===== config.mk =====
export PLATFORM = sky130hd
export DESIGN_NAME = pim_ag_top
export DESIGN_NICKNAME = d
export VERILOG_FILES = /design/src/rtl/pim_ag_pkg.sv /design/src/rtl/pim_ag_cfg.sv /design/src/rtl/pim_ag_seq.sv /design/src/rtl/pim_ag_decode.sv /design/src/rtl/pim_ag_top.sv
export SDC_FILE = /design/constraint.sdc
export NUM_CORES = 1
export LEC_CHECK = 0
export BUFFER_PORTS_ARGS = -buffer_cell sky130_fd_sc_hd__buf_2
export CAP_MARGIN = 10
export CORE_UTILIZATION = 60
export DETAILED_ROUTE_END_ITERATION = 8
export GPL_ROUTABILITY_DRIVEN = 0
export PLACE_DENSITY = 0.82
export SETUP_SLACK_MARGIN = 0.2
export SLEW_MARGIN = 40
export SYNTH_ARGS = -nofsm -noshare
export SYNTH_HDL_FRONTEND = slang
export SYNTH_SLANG_ARGS = --single-unit
export TNS_END_PERCENT = 5

===== constraint.sdc =====
create_clock -name clk -period 4.1 [get_ports clk]
set_input_delay 0.205 -clock clk [delete_from_list [all_inputs] [get_ports clk]]
set_output_delay 0.205 -clock clk [all_outputs]
set_load 0.05 [all_outputs]

===== src/rtl/pim_ag_pkg.sv =====
package pim_ag_pkg;
   typedef enum logic {
      ST_IDLE = 1'b0,
      ST_RUN  = 1'b1
   } ag_state_t;
endpackage


===== src/rtl/pim_ag_cfg.sv =====
module pim_ag_cfg #(
   parameter int NROW_W   = 7,
   parameter int NCOL_W   = 10,
   parameter int BANK_W   = 3,
   parameter int VEC_W    = 4,
   parameter int MAX_ROWS = 64
) (
   input  logic [NROW_W-1:0] rows_i,
   input  logic [NCOL_W-1:0] cols_i,
   output logic              ok_o
);
   logic rows_ok;
   logic cols_ok;

   always_comb begin
      rows_ok = (rows_i != '0) && (rows_i[BANK_W-1:0] == '0) && (int'(rows_i) <= MAX_ROWS);
      cols_ok = (cols_i != '0) && (cols_i[VEC_W-1:0] == '0);
      ok_o    = rows_ok && cols_ok;
   end
endmodule


===== src/rtl/pim_ag_seq.sv =====
module pim_ag_seq
   import pim_ag_pkg::*;
#(
   parameter int BANK_W = 3,
   parameter int NCH_W  = 6,
   parameter int NGRP_W = 4,
   parameter int K_W    = 15
) (
   input  logic              clk,
   input  logic              rst_n,
   input  logic              go_i,
   input  logic [NCH_W-1:0]  nch_i,
   input  logic [NGRP_W-1:0] ngrp_i,
   input  logic              adv_i,
   output logic              busy_o,
   output logic              done_o,
   output logic [K_W-1:0]    k_o,
   output logic [NGRP_W-1:0] grp_o
);
   ag_state_t         st_q;
   logic [BANK_W-1:0] bnk_q;
   logic [NCH_W-1:0]  chk_q;
   logic [NCH_W-1:0]  nch_q;
   logic [NGRP_W-1:0] grp_q;
   logic [NGRP_W-1:0] ngrp_q;
   logic [K_W-1:0]    k_q;
   logic              done_q;
   logic              last_bnk;
   logic              last_chk;
   logic              last_grp;

   always_comb begin
      last_bnk = &bnk_q;
      last_chk = (chk_q == nch_q - 1'b1);
      last_grp = (grp_q == ngrp_q - 1'b1);
   end

   always_ff @(posedge clk) begin
      if (!rst_n) begin
         st_q   <= ST_IDLE;
         bnk_q  <= '0;
         chk_q  <= '0;
         nch_q  <= '0;
         grp_q  <= '0;
         ngrp_q <= '0;
         k_q    <= '0;
         done_q <= 1'b0;
      end else begin
         done_q <= 1'b0;
         if (st_q == ST_IDLE) begin
            if (go_i) begin
               st_q   <= ST_RUN;
               bnk_q  <= '0;
               chk_q  <= '0;
               grp_q  <= '0;
               k_q    <= '0;
               nch_q  <= nch_i;
               ngrp_q <= ngrp_i;
            end
         end else if (adv_i) begin
            k_q   <= k_q + 1'b1;
            bnk_q <= bnk_q + 1'b1;
            if (last_bnk) begin
               if (last_chk) begin
                  chk_q <= '0;
                  if (last_grp) begin
                     st_q   <= ST_IDLE;
                     done_q <= 1'b1;
                  end else begin
                     grp_q <= grp_q + 1'b1;
                  end
               end else begin
                  chk_q <= chk_q + 1'b1;
               end
            end
         end
      end
   end

   assign busy_o = (st_q == ST_RUN);
   assign done_o = done_q;
   assign k_o    = k_q;
   assign grp_o  = grp_q;
endmodule


===== src/rtl/pim_ag_decode.sv =====
module pim_ag_decode #(
   parameter int CH_W   = 1,
   parameter int ROW_W  = 6,
   parameter int COL_W  = 5,
   parameter int BANK_W = 3,
   parameter int OPND_W = 3
) (
   input  logic [CH_W+ROW_W+COL_W+BANK_W-1:0] lin_i,
   output logic [CH_W-1:0]                    chan_o,
   output logic [ROW_W-1:0]                   row_o,
   output logic [COL_W-1:0]                   col_o,
   output logic [BANK_W-1:0]                  bank_o,
   output logic [OPND_W-1:0]                  opnd_o
);
   localparam int COL_LSB = BANK_W;
   localparam int ROW_LSB = BANK_W + COL_W;
   localparam int CH_LSB  = BANK_W + COL_W + ROW_W;

   always_comb begin
      bank_o = lin_i[BANK_W-1:0];
      col_o  = lin_i[COL_LSB +: COL_W];
      row_o  = lin_i[ROW_LSB +: ROW_W];
      chan_o = lin_i[CH_LSB +: CH_W];
      opnd_o = col_o[OPND_W-1:0];
   end
endmodule


===== src/rtl/pim_ag_top.sv =====
module pim_ag_top #(
   parameter int CH_W      = 1,
   parameter int ROW_W     = 6,
   parameter int COL_W     = 5,
   parameter int BANKS     = 8,
   parameter int VEC_ELEMS = 16,
   parameter int OPND_REGS = 8,
   parameter int ACC_REGS  = 8,
   parameter int NROW_W    = 7,
   parameter int NCOL_W    = 10,
   localparam int BANK_W   = $clog2(BANKS),
   localparam int VEC_W    = $clog2(VEC_ELEMS),
   localparam int OPND_W   = $clog2(OPND_REGS),
   localparam int ACC_W    = $clog2(ACC_REGS),
   localparam int ADDR_W   = CH_W + ROW_W + COL_W + BANK_W
) (
   input  logic              clk,
   input  logic              rst_n,
   input  logic              start_i,
   input  logic [NROW_W-1:0] rows_i,
   input  logic [NCOL_W-1:0] cols_i,
   input  logic [ADDR_W-1:0] base_i,
   input  logic              ready_i,
   output logic              valid_o,
   output logic [CH_W-1:0]   chan_o,
   output logic [BANK_W-1:0] bank_o,
   output logic [ROW_W-1:0]  row_o,
   output logic [COL_W-1:0]  col_o,
   output logic [OPND_W-1:0] opnd_o,
   output logic [ACC_W-1:0]  acc_o,
   output logic              done_o,
   output logic              err_o
);
   localparam int NCH_W    = NCOL_W - VEC_W;
   localparam int NGRP_W   = NROW_W - BANK_W;
   localparam int MAX_ROWS = BANKS * ACC_REGS;

   generate
      if (BANKS != (1 << BANK_W)) begin : g_bad_banks
         $error("BANKS must be a power of two");
      end
      if (VEC_ELEMS != (1 << VEC_W)) begin : g_bad_vec
         $error("VEC_ELEMS must be a power of two");
      end
      if (OPND_W > COL_W) begin : g_bad_opnd
         $error("operand index wider than column field");
      end
      if (ACC_W > NGRP_W) begin : g_bad_acc
         $error("accumulator index wider than row-group count");
      end
      if (MAX_ROWS >= (1 << NROW_W)) begin : g_bad_rows
         $error("row count port too narrow for the row limit");
      end
      if (NCOL_W <= VEC_W) begin : g_bad_cols
         $error("column count port too narrow");
      end
   endgenerate

   logic              cfg_ok;
   logic              busy;
   logic              go;
   logic              adv;
   logic              err_q;
   logic [ADDR_W-1:0] base_q;
   logic [ADDR_W-1:0] k;
   logic [ADDR_W-1:0] lin;
   logic [NGRP_W-1:0] grp;

   pim_ag_cfg #(
      .NROW_W(NROW_W), .NCOL_W(NCOL_W), .BANK_W(BANK_W),
      .VEC_W(VEC_W), .MAX_ROWS(MAX_ROWS)
   ) u_cfg (
      .rows_i(rows_i), .cols_i(cols_i), .ok_o(cfg_ok)
   );

   assign go  = start_i && !busy && cfg_ok;
   assign adv = busy && ready_i;

   pim_ag_seq #(
      .BANK_W(BANK_W), .NCH_W(NCH_W), .NGRP_W(NGRP_W), .K_W(ADDR_W)
   ) u_seq (
      .clk(clk), .rst_n(rst_n), .go_i(go),
      .nch_i(cols_i[NCOL_W-1:VEC_W]), .ngrp_i(rows_i[NROW_W-1:BANK_W]),
      .adv_i(adv), .busy_o(busy), .done_o(done_o), .k_o(k), .grp_o(grp)
   );

   always_ff @(posedge clk) begin
      if (!rst_n) begin
         err_q  <= 1'b0;
         base_q <= '0;
      end else if (start_i && !busy) begin
         err_q <= !cfg_ok;
         if (cfg_ok) base_q <= base_i;
      end
   end

   assign lin = base_q + k;

   pim_ag_decode #(
      .CH_W(CH_W), .ROW_W(ROW_W), .COL_W(COL_W), .BANK_W(BANK_W), .OPND_W(OPND_W)
   ) u_dec (
      .lin_i(lin), .chan_o(chan_o), .row_o(row_o), .col_o(col_o),
      .bank_o(bank_o), .opnd_o(opnd_o)
   );

   assign valid_o = busy;
   assign acc_o   = grp[ACC_W-1:0];
   assign err_o   = err_q;
endmodule


==> flow_summary_export.csv <==
group,metric,value,unit
global_route,grt-ovfl-total,0,
drt,drtIter0Drc,116,
clock_network,clock-sinks,56,
yosys,netlist-cell-type-count,46,
floorplanning,pin_count,60,
clock_network,htree_levels,2,
clock_network,cts_root_buf,"clkbuf_8",
drt,viasPerCell,5.58,
yosys,async_flop_share,0,
layout,antennaDiodeCount,0,
floorplanning,core_region_area,5200,um2
global_route,grt_pass1_wl,11.9,mm
yosys,synth_cells,401,
drt,drc,0,
floorplanning,die-area,5800,um2
drt,vias,2894,
layout,area_growth,13.0,%
floorplanning,rows,26,
timing,setup_viol,0,
layout,drive_gt1_frac,0.167,
yosys,synthMuxAreaShare,0.00303,
layout,final_cells,519,
drt,drt_pass1_iterations,4,
yosys,syn_nets,459,
pwr,power.density,258,nW/um2
pwr,ir_drop,0.000205,V
timing,tns,0,ns
setup_path,cp_data_arrival_time,2.81,ns
yosys,synth_area_per_cell,8.23,um2
yosys,synth-edff-count,0,
layout,utilization,0.716,
timing,rsz0062_at_grt,"no",
clock_network,cts_tree,"yes",
timing,fin_crit_sh,0.736,
yosys,synthAdderAreaFrac,0.0857,
timing,max_freq,331,MHz
yosys,yosys_warnings,0,
clock_network,numCtsBuffers,5,
drt,detail-route-antenna-nets,0,
timing,worst_slack,1.08,ns
timing,period_needed,3.02,ns
yosys,synth_ff_type,"dfxtp_1",
clock_network,cts_resized,0,
timing,hold_viol_final,0,
pwr,p_total,962,uW
pwr,power.leakage,1.59,nW
setup_path,start_kind,"register",
timing,tightest_slew,0.563,ns
timing,relSlewSlack,0.624,
yosys,ys_top_cells_by_area,"dfxtp_1 (34%), nand2_1 (8.1%), ha_1 (8.0%)",
worst_hold_path,holdCritPathClass,"input port to register",
timing,clock_skew,0.00356,ns
setup_path,crit_path_end_kind,"output pin",
yosys,synth_area_leader_cell,"dfxtp_1",
yosys,synth-seq-cells,56,
yosys,synth-simple-area-share,0.220,
outcome,status,"finished clean",
floorplanning,initial_core_util,0.634,
drt,drt_wl_total,7.09,mm
clock_network,post_cts_buffers,0,
yosys,ys_seq_area_frac,0.340,
clock_network,clk_pin_slew,0.10,ns
setup_path,worstPathRequired,3.89,ns
global_route,track_usage,0.249,
placed_design,place_area,3610,um2
flow_run,drv_cap,0,
global_route,grt_max_degree,39,
placed_design,dp_hpwl,5.32,mm
yosys,synth_xor_area_frac,0.117,
placed_design,port_buffers,59,
placed_design,dp_cells,511,
yosys,yosysTopAreaCellShare,0.340,
floorplanning,die-height,76.2,um
setup_path,critPathKind,"register to output pin",
clock_network,cts_hold_buf,0,
global_route,grt_pass1_vias,2653,
drt,wire_per_inst,13.7,um
yosys,syn_area,3300,um2
placed_design,place_ws,1.44,ns
yosys,synth_compound_area_frac,0.191,
timing,whs,0.129,ns
layout,stdcell_area,3730,um2
layout,final_nets,506,
yosys,synth_top_family_by_area,"simple AND/OR/NAND/NOR gates",
setup_path,crit_path_max_fanout,7,
clock_network,clk-insertion-delay-late,0.31,ns
timing,slew_violations,0,
clock_network,cts_buffer_depth,2,
floorplanning,die_w,76.2,um
global_route,antenna_found_initial,0,
==> power breakdown <==
part / internal, mW / switching, mW
sequential: 0.545 / 0.000730
combinational: 0.0196 / 0.0241
clock: 0.184 / 0.188
total: 0.749 / 0.213
==> final timing paths <==
| kind | from | to | slack (ns) | cells past startpoint |
|---|---|---|---|---|
| min | base_i[12] | base_q[12] | 0.13 | 3 |
| max | u_seq.k_o[0] | chan_o | 1.08 | 10 |
| max reg2reg | u_seq.nch_q[0] | u_seq.grp_o[3] | 1.40 | 6 |
| min reg2reg | base_q[7] | base_q[7] | 0.48 | 2 |
==> flip-flops by register name, indices dropped and copies added, names as in the netlist <==
signal	count
base_q	15
err_o	1
u_seq.grp_o	4
u_seq.k_o	15
u_seq.nch_q	6
u_seq.bnk_q	3
u_seq.done_o	1
u_seq.chk_q	6
u_seq.busy_o	1
u_seq.ngrp_q	4
==> cells by family (layout without fill, tap and decap cells) <==
| kind of cell | count (synthesis) | in the layout |
|---|---|---|
| simple gates | 157 | 157 |
| compound gates | 89 | 89 |
| flops | 56 | 56 |
| xor+xnor | 44 | 44 |
| buf+inv | 32 | 80 |
| fa+ha+maj | 22 | 22 |
| mux | 1 | 1 |
==> area by class of cell <==
class	instances	area, um2
multi-input cells	313	2050
fillers	414	1480
flip-flops and latches	56	1120
repair buffers	61	310
well taps	70	87.6
clock buffers	5	68.8
clock inverters	3	46.3
inverters	11	41.3
==> critical path, stage by stage (launching register included) <==
cell and delay (ns):
dfxtp_1 0.46, ha_1 0.25, inv_1 0.07, fa_1 0.41
nor2b_1 0.15, o211ai_1 0.13, a31oi_1 0.21, a21bo_2 0.20
o31ai_1 0.10, a211oi_1 0.22, buf_2 0.30
==> synth_stat cells, types with 4 or more instances <==
| cell type | count |
|---|---|
| nand2_1 | 71 |
| dfxtp_1 | 56 |
| a21boi_0 | 31 |
| nor2_1 | 28 |
| xnor2_1 | 23 |
| ha_1 | 21 |
| xor2_1 | 21 |
| clkbuf_1 | 15 |
| o21ai_0 | 13 |
| inv_1 | 11 |
| nand4_1 | 11 |
| a21oi_1 | 9 |
| nand3_1 | 9 |
| and3_1 | 8 |
| a211oi_1 | 7 |
| and2_1 | 7 |
| nor3_1 | 7 |
| buf_4 | 6 |
| a31oi_1 | 4 |
| nor2b_1 | 4 |
==> routing by layer <==
| metal | vias up | GRT usage | part of all wire |
|---|---|---|---|
| met2 | 63 | 0.472 | 0.50 |
| met3 | 9 | 0.0371 | 0.030 |
| met1 | 1329 | 0.294 | 0.45 |
| met4 | 0 | 0.0519 | 0.015 |
| met5 | - | 0 | 0 |
| li1 | 1493 | - | - |
==> cell usage in the layout (no fill, tap or decap), types with 3 or more instances in the layout <==
master | Yosys | routed
dfxtp_1 | 56 | 56
nand3_1 | 9 | 9
nor3_1 | 7 | 7
nor2b_1 | 4 | 4
buf_2 | 0 | 59
o21a_1 | 3 | 3
a211oi_1 | 7 | 7
nand2_1 | 71 | 71
o2111ai_1 | 3 | 3
nor2_1 | 28 | 28
a31oi_1 | 4 | 4
inv_1 | 11 | 11
nor4_1 | 3 | 3
clkbuf_8 | 0 | 5
a21oi_1 | 9 | 9
nand4_1 | 11 | 11
and3_1 | 8 | 8
ha_1 | 21 | 21
o21ai_0 | 13 | 13
xor2_1 | 21 | 21
and2_1 | 7 | 7
xnor2_1 | 23 | 23
a21boi_0 | 31 | 31
No activity file was read; power rests on OpenSTA's default activity.
